<file path="src/rtl/serial_cfg_parser.sv">
module serial_cfg_parser #(
  parameter int MAX_LINE = 32,
  parameter int ARG_W    = 20
) (
  input  logic       clk,
  input  logic       rst_n,
  input  logic       rx_valid,
  input  logic [7:0] rx_data,
  input  logic       tx_ready,
  input  logic       tx_idle,
  output logic       tx_valid,
  output logic [7:0] tx_data,
  output logic [2:0] baud_sel,
  output logic       two_stop,
  output logic       echo_en
);
  localparam int LEN_W = $clog2(MAX_LINE + 2) + 1;
  localparam logic [ARG_W-1:0] ACC_LIM = ARG_W'(((64'd1 << ARG_W) - 64'd10) / 64'd10);
  localparam logic [4:0] RC_OK = 5'd0, RC_PARAM = 5'd3, RC_BAUD = 5'd17, RC_STOP = 5'd18;
  localparam logic [7:0] CH_LF = 8'h0A, CH_CR = 8'h0D, CH_SP = 8'h20;

  typedef enum logic [1:0] {S_IDLE, S_REPLY, S_DRAIN} st_t;
  st_t st;

  logic [1:0]       fidx, cmd;
  logic             in_tok, bad, n1, n2, big1, big2;
  logic [LEN_W-1:0] len_cnt;
  logic [ARG_W-1:0] v1, v2;
  logic [4:0]       rc;
  logic [1:0]       rp_idx;
  logic [2:0]       nb_sel;
  logic             nb_two, ne_en, do_apply;
  logic             echo_pend, out_v, idle_q;
  logic [7:0]       echo_byte, out_d;

  wire is_lf    = rx_valid && rx_data == CH_LF;
  wire is_digit = rx_data >= "0" && rx_data <= "9";
  wire [ARG_W-1:0] dval = ARG_W'(rx_data[3:0]);

  function automatic logic [3:0] rate_lookup(input logic [ARG_W-1:0] v);
    case (32'(v))
      32'd9600:   return 4'b1000;
      32'd19200:  return 4'b1001;
      32'd38400:  return 4'b1010;
      32'd57600:  return 4'b1011;
      32'd115200: return 4'b1100;
      32'd230400: return 4'b1101;
      default:    return 4'b0000;
    endcase
  endfunction

  logic       perr;
  logic [3:0] rl;
  logic [4:0] rc_n;
  always_comb begin
    rl   = rate_lookup(v1);
    perr = bad || len_cnt > LEN_W'(MAX_LINE) || !(cmd == 2'd1 || cmd == 2'd2) || !n1
        || (cmd == 2'd1 && !n2) || (cmd == 2'd2 && (n2 || big1 || v1 > 1));
    if (perr)                                rc_n = RC_PARAM;
    else if (cmd == 2'd2)                    rc_n = RC_OK;
    else if (big1 || !rl[3])                 rc_n = RC_BAUD;
    else if (big2 || (v2 != 1 && v2 != 2))   rc_n = RC_STOP;
    else                                     rc_n = RC_OK;
  end

  always_ff @(posedge clk or negedge rst_n) begin
    if (!rst_n) begin
      fidx <= '0; cmd <= '0; in_tok <= 1'b0; bad <= 1'b0; len_cnt <= '0;
      v1 <= '0; v2 <= '0; n1 <= 1'b0; n2 <= 1'b0; big1 <= 1'b0; big2 <= 1'b0;
    end else if (rx_valid) begin
      if (rx_data == CH_LF) begin
        fidx <= '0; cmd <= '0; in_tok <= 1'b0; bad <= 1'b0; len_cnt <= '0;
        v1 <= '0; v2 <= '0; n1 <= 1'b0; n2 <= 1'b0; big1 <= 1'b0; big2 <= 1'b0;
      end else begin
        if (len_cnt != '1) len_cnt <= len_cnt + 1'b1;
        if (rx_data == CH_SP) begin
          if (in_tok && fidx != 2'd3) fidx <= fidx + 1'b1;
          in_tok <= 1'b0;
        end else if (rx_data != CH_CR) begin
          in_tok <= 1'b1;
          case (fidx)
            2'd0: if (in_tok) bad <= 1'b1;
                  else cmd <= (rx_data == "B") ? 2'd1 : (rx_data == "A") ? 2'd2 : 2'd3;
            2'd1: if (!is_digit) bad <= 1'b1;
                  else begin
                    n1 <= 1'b1;
                    if (v1 > ACC_LIM) big1 <= 1'b1;
                    else v1 <= (v1 << 3) + (v1 << 1) + dval;
                  end
            2'd2: if (!is_digit) bad <= 1'b1;
                  else begin
                    n2 <= 1'b1;
                    if (v2 > ACC_LIM) big2 <= 1'b1;
                    else v2 <= (v2 << 3) + (v2 << 1) + dval;
                  end
            default: bad <= 1'b1;
          endcase
        end
      end
    end
  end

  wire       load      = !out_v || tx_ready;
  wire       take_rp   = load && !echo_pend && st == S_REPLY;
  wire [1:0] rp_last   = (rc >= 5'd10) ? 2'd3 : 2'd2;
  logic [7:0] rp_byte;
  always_comb begin
    if (rc >= 5'd10)
      case (rp_idx)
        2'd0: rp_byte = "1";
        2'd1: rp_byte = 8'("0") + 8'(rc - 5'd10);
        2'd2: rp_byte = CH_CR;
        default: rp_byte = CH_LF;
      endcase
    else
      case (rp_idx)
        2'd0: rp_byte = 8'("0") + 8'(rc);
        2'd1: rp_byte = CH_CR;
        default: rp_byte = CH_LF;
      endcase
  end

  wire apply = st == S_DRAIN && idle_q && tx_idle && !out_v && !echo_pend;

  always_ff @(posedge clk or negedge rst_n) begin
    if (!rst_n) begin
      st <= S_IDLE; rc <= RC_OK; rp_idx <= '0; do_apply <= 1'b0;
      nb_sel <= '0; nb_two <= 1'b0; ne_en <= 1'b1;
      baud_sel <= '0; two_stop <= 1'b0; echo_en <= 1'b1;
      echo_pend <= 1'b0; echo_byte <= '0; out_v <= 1'b0; out_d <= '0; idle_q <= 1'b0;
    end else begin
      idle_q <= tx_idle && !out_v;
      if (rx_valid && echo_en) begin
        echo_pend <= 1'b1;
        echo_byte <= rx_data;
      end else if (load) echo_pend <= 1'b0;
      if (load) begin
        out_v <= echo_pend || st == S_REPLY;
        out_d <= echo_pend ? echo_byte : rp_byte;
      end
      case (st)
        S_IDLE: if (is_lf) begin
          st <= S_REPLY; rc <= rc_n; rp_idx <= '0;
          do_apply <= rc_n == RC_OK;
          nb_sel   <= (cmd == 2'd1) ? rl[2:0] : baud_sel;
          nb_two   <= (cmd == 2'd1) ? v2 == 2 : two_stop;
          ne_en    <= (cmd == 2'd2) ? v1[0] : echo_en;
        end
        S_REPLY: if (take_rp) begin
          rp_idx <= rp_idx + 1'b1;
          if (rp_idx == rp_last) st <= do_apply ? S_DRAIN : S_IDLE;
        end
        default: if (apply) begin
          baud_sel <= nb_sel; two_stop <= nb_two; echo_en <= ne_en;
          st <= S_IDLE;
        end
      endcase
    end
  end

  assign tx_valid = out_v;
  assign tx_data  = out_d;

  p_apply_when_idle_r5: assert property (@(posedge clk) disable iff (!rst_n)
    !$stable({baud_sel, two_stop, echo_en}) |-> $past(tx_idle) && !$past(tx_valid));
  p_baud_in_range_r2: assert property (@(posedge clk) disable iff (!rst_n)
    baud_sel <= 3'd5);
  p_tx_hold_r10: assert property (@(posedge clk) disable iff (!rst_n)
    tx_valid && !tx_ready |=> tx_valid && $stable(tx_data));
  p_echo_capture_r8: assert property (@(posedge clk) disable iff (!rst_n)
    rx_valid && echo_en |=> echo_pend && echo_byte == $past(rx_data));
  p_reply_code_r6: assert property (@(posedge clk) disable iff (!rst_n)
    st == S_REPLY |-> (rc == RC_OK || rc == RC_PARAM || rc == RC_BAUD || rc == RC_STOP));
endmodule

</file>
<file path="config.mk">
export PLATFORM = sky130hd
export DESIGN_NAME = serial_cfg_parser
export DESIGN_NICKNAME = d
export VERILOG_FILES = /design/src/rtl/serial_cfg_parser.sv
export SDC_FILE = /design/constraint.sdc
export NUM_CORES = 1
export LEC_CHECK = 0
export ABC_CLOCK_PERIOD_IN_PS = 3170
export BUFFER_PORTS_ARGS = -buffer_cell sky130_fd_sc_hd__buf_2
export CAP_MARGIN = 25
export CORE_MARGIN = 2
export CORE_UTILIZATION = 36
export DETAILED_ROUTE_END_ITERATION = 12
export SYNTH_ARGS = -nofsm -noshare
export SYNTH_HDL_FRONTEND = slang
export SYNTH_SLANG_ARGS = --single-unit
</file>
<file path="constraint.sdc">
create_clock -name clk -period 3.17 [get_ports clk]
set_clock_uncertainty 0.05 [all_clocks]
set_input_delay 0.317 -clock clk [delete_from_list [all_inputs] [get_ports clk]]
set_output_delay 0.317 -clock clk [all_outputs]
set_load 0.05 [all_outputs]
</file>
==> impl_metrics.env <==
export IMPL_worst_path_largest_cell_delay_ns=0.50
export IMPL_combinationalPowerShare=0.205
export IMPL_dpl_cell_area_mm2=0.007269
export IMPL_cp_slowest_cell="fa_1"
export IMPL_finalPower_uw=3205
export IMPL_firstDrtPassIters=4
export IMPL_powerDensity_mw_per_mm2=421.9
export IMPL_finalCritPeriodShare=0.9441
export IMPL_drt_wirelength_per_cell_um=15.81
export IMPL_rsz0062_at_grt="yes"
export IMPL_cts_tree="yes"
export IMPL_h_tree_depth=3
export IMPL_fin_crit_ns=2.993
export IMPL_yosys_warnings=0
export IMPL_port_buffers=26
export IMPL_gp_congestion=0.8227
export IMPL_switching_share=0.3256
export IMPL_post_cts_buffers=0
export IMPL_synthToLayoutAreaGrowth_pct=12.09
export IMPL_netlist_area_mm2=0.006778
export IMPL_avgViaCountPerCell=5.426
export IMPL_fmax_mhz=334.1
export IMPL_outcome="finished, final reports clean"
export IMPL_synth_fp_nets=844
export IMPL_die_area_mm2=0.01994
export IMPL_clkPwrFrac=0.358
export IMPL_wl_met3_um=338
export IMPL_synthArstFlopShare=1.000
export IMPL_switching_power_uw=1044
export IMPL_grt_util_all_layers=0.1685
export IMPL_vdd_ir_drop_max_v=0.0002658
export IMPL_area_sequential_mm2=0.002355
export IMPL_drv_slew=0
export IMPL_diodes=0
export IMPL_insertion_delay_ns=0.35
export IMPL_antenna_found_initial=0
export IMPL_dp_hpwl_um=11840
export IMPL_grt_pass1_wl_um=27520
export IMPL_drv_cap=0
export IMPL_clock_sinks=94
export IMPL_cts_root_buf="clkbuf_16"
export IMPL_ios=27
export IMPL_clkTransAtPathRegs_ns=0.07
export IMPL_worst_path_max_fanout=3
export IMPL_route_met2_wl_um=7390
export IMPL_synthCells=746
export IMPL_ys_seq_elements=94
export IMPL_drive_above_1_share=0.1059
export IMPL_critPathArrivalTime_ns=3.20
export IMPL_p_int_uw=2162
export IMPL_finalNetCount=877
export IMPL_wl_um=16100
export IMPL_p_seq_frac=0.437
export IMPL_vias=5524
export IMPL_cp_start_kind="register"
export IMPL_ys_seq_area_frac=0.3474
export IMPL_wl_met1_um=8163
export IMPL_crit_required_ns=3.38
export IMPL_die_h_um=141.2
export IMPL_initial_core_util=0.3648
export IMPL_core_area_mm2=0.01858
export IMPL_avgSynthCellArea_um2=9.085
export IMPL_final_hold_viol_count=0
export IMPL_tightest_slew_ns=0.6526
export IMPL_drtAntennaViolNets=0
export IMPL_cts_buffers=9
export IMPL_endpoint_kind="register"
export IMPL_path_class="reg -> reg"
export IMPL_grt_max_degree=58
export IMPL_drtIter0Drc=274
export IMPL_drc=0
export IMPL_final_area_mm2=0.007597
export IMPL_rows=50
export IMPL_gr_total_overflow=0
export IMPL_multi_input_area_mm2=0.004212
export IMPL_fillers=1878
export IMPL_cts_buffer_depth=2
export IMPL_relSlewSlack=0.5592
export IMPL_leakage_uw=0.003693
export IMPL_synth_edf_count=0
export IMPL_die_w_um=141.2
export IMPL_grt_pass1_vias=5375
export IMPL_hp_class="in -> reg"
export IMPL_critical_path_cell_chain="inv_1 -> fa_1 -> inv_1 -> fa_1 -> a211oi_1 -> buf_4 -> o211ai_1 -> a32oi_2 -> a21boi_0 -> o21a_1 -> o31ai_1"
export IMPL_highest_layer="met4"
export IMPL_synth_ff_type="dfrtp_1"
export IMPL_setup_violations=0
export IMPL_synth_distinct_cells=66
==> timing repair <==
action,in CTS,in global routing
endpoints found under the setup margin,0,3
hold buffers,1,0
endpoints found under the hold margin,35,0
gates resized for setup,0,2
==> registers in the layout, summed over array words and instances (netlist names), 2 cells and up <==
signal     flops
v1            20
v2            20
echo_byte      8
tx_data        8
len_cnt        7
baud_sel       3
nb_sel         3
rc             3
cmd            2
fidx           2
rp_idx         2
st             2
==> placed cells by master, fill, tap and decap left out, types with 9 or more instances in the layout <==
master     instances
nor3_1            12
xor2_1            20
xnor2_1           18
o31ai_1           11
clkbuf_16          9
nand2_1           57
nor4_1            12
dfrtp_1           92
a21o_1            22
a21oi_1           36
ha_1              81
mux2_2            11
inv_1             40
nor2_1            41
buf_4             17
nand3_1           55
a211oi_1          18
o21ai_0           71
buf_2             25
==> power groups by stage <==
stage	Sequential (uW)	Combinational, uW	Clock, uW
finish	1400	658	1150
global route	1420	738	1220
CTS	1400	662	1180
detailed placement	1420	655	0
global placement	1420	653	0
floorplan	1550	348	0
==> metal layers <==
| metal | global-route usage | vias to the layer above |
|---|---|---|
| met5 | 0 | - |
| met4 | 0.04842 | 0 |
| met3 | 0.01936 | 14 |
| met2 | 0.2790 | 59 |
| met1 | 0.2332 | 2624 |
| li1 | - | 2827 |
==> layout make-up <==
cell class                 instances  area share
multi-input combinational        590      0.5543
sequential                        94      0.3099
tap                              234     0.03854
timing repair buffer              44     0.03722
clock buffer                      10     0.03014
inverter                          40     0.01976
clock inverter                     6     0.01005
==> stage by stage <==
step           utilization  hold slack, ns   TNS, ns  worst slack (ns)  instances
5_1_grt             0.4089          0.1843  -0.06555          -0.06555       1018
3_3_place_gp        0.3912          0.2776         0          0.007232       1001
4_1_cts             0.4082          0.1696         0           0.07500       1018
3_5_place_dp        0.3912          0.2777  -0.05467          -0.04666       1001
6_report            0.4089          0.1861         0            0.1773       1018
2_1_floorplan            -        -0.02859         0            0.2974        746
==> critical path: cells and delay by family (launching register included) <==
| kind | cells | cell delay (ns) |
|---|---|---|
| buffers and inverters | 3 | 0.30 |
| adders and majority gates | 2 | 0.95 |
| DFF | 1 | 0.35 |
| AOI/OAI and AO/OA | 6 | 1.24 |
==> cell usage after synthesis, types with 3 or more instances <==
cell,count,area (um2)
nand3_1,56,280.3
o22ai_1,3,18.77
nand2_1,57,214.0
mux2_2,11,123.9
a21oi_1,36,180.2
o21a_1,7,52.55
nand2b_1,5,31.28
and3_1,5,31.28
nor3_1,12,60.06
nor4bb_1,3,30.03
o211ai_1,6,45.04
a211o_1,3,26.28
dfrtp_1,92,2302
mux2i_1,6,60.06
or3_1,3,18.77
nor2_1,41,153.9
xor2_1,20,175.2
o31ai_1,11,82.58
a32oi_1,3,26.28
a21boi_0,4,30.03
nor2b_1,6,37.54
a211oi_1,19,142.6
xnor2_1,18,157.7
inv_1,40,150.1
a31oi_1,8,50.05
nor4b_1,6,52.55
and4_1,4,35.03
nand4_1,8,50.05
o21ai_0,71,355.3
and2_1,3,18.77
nor4_1,12,75.07
a21o_1,22,165.2
ha_1,81,1013
fa_1,4,80.08
clkbuf_1,21,78.83
==> worst paths after layout <==
| kind | start | end | slack [ns] | cells after the start |
|---|---|---|---|---|
| max in group asynchronous | rst_n | v2[0]$_DFFE_PN0P_ | 1.96 | 3 |
| min in group asynchronous | rst_n | rp_idx[1]$_DFFE_PN0P_ | 0.42 | 2 |
| hold reg to reg | tx_data[6]$_DFFE_PN0N_ | tx_data[6]$_DFFE_PN0N_ | 0.41 | 2 |
| hold / removal | tx_idle | idle_q$_DFF_PN0_ | 0.19 | 2 |
| setup reg to reg | v2[0]$_DFFE_PN0P_ | v2[16]$_DFFE_PN0P_ | 0.18 | 11 |
| setup / recovery | v2[0]$_DFFE_PN0P_ | v2[16]$_DFFE_PN0P_ | 0.18 | 11 |
==> logic make-up after synthesis <==
family | Yosys count | synth area share
DFF | 94 | 0.3474
buffers and inverters | 62 | 0.03434
muxes | 17 | 0.02714
adders and majority gates | 85 | 0.1613
and+or+nand+nor | 234 | 0.1774
AOI/OAI and AO/OA | 216 | 0.2033
xor gates and xnor gates | 38 | 0.04910
Power figures use the tool's default switching activity.
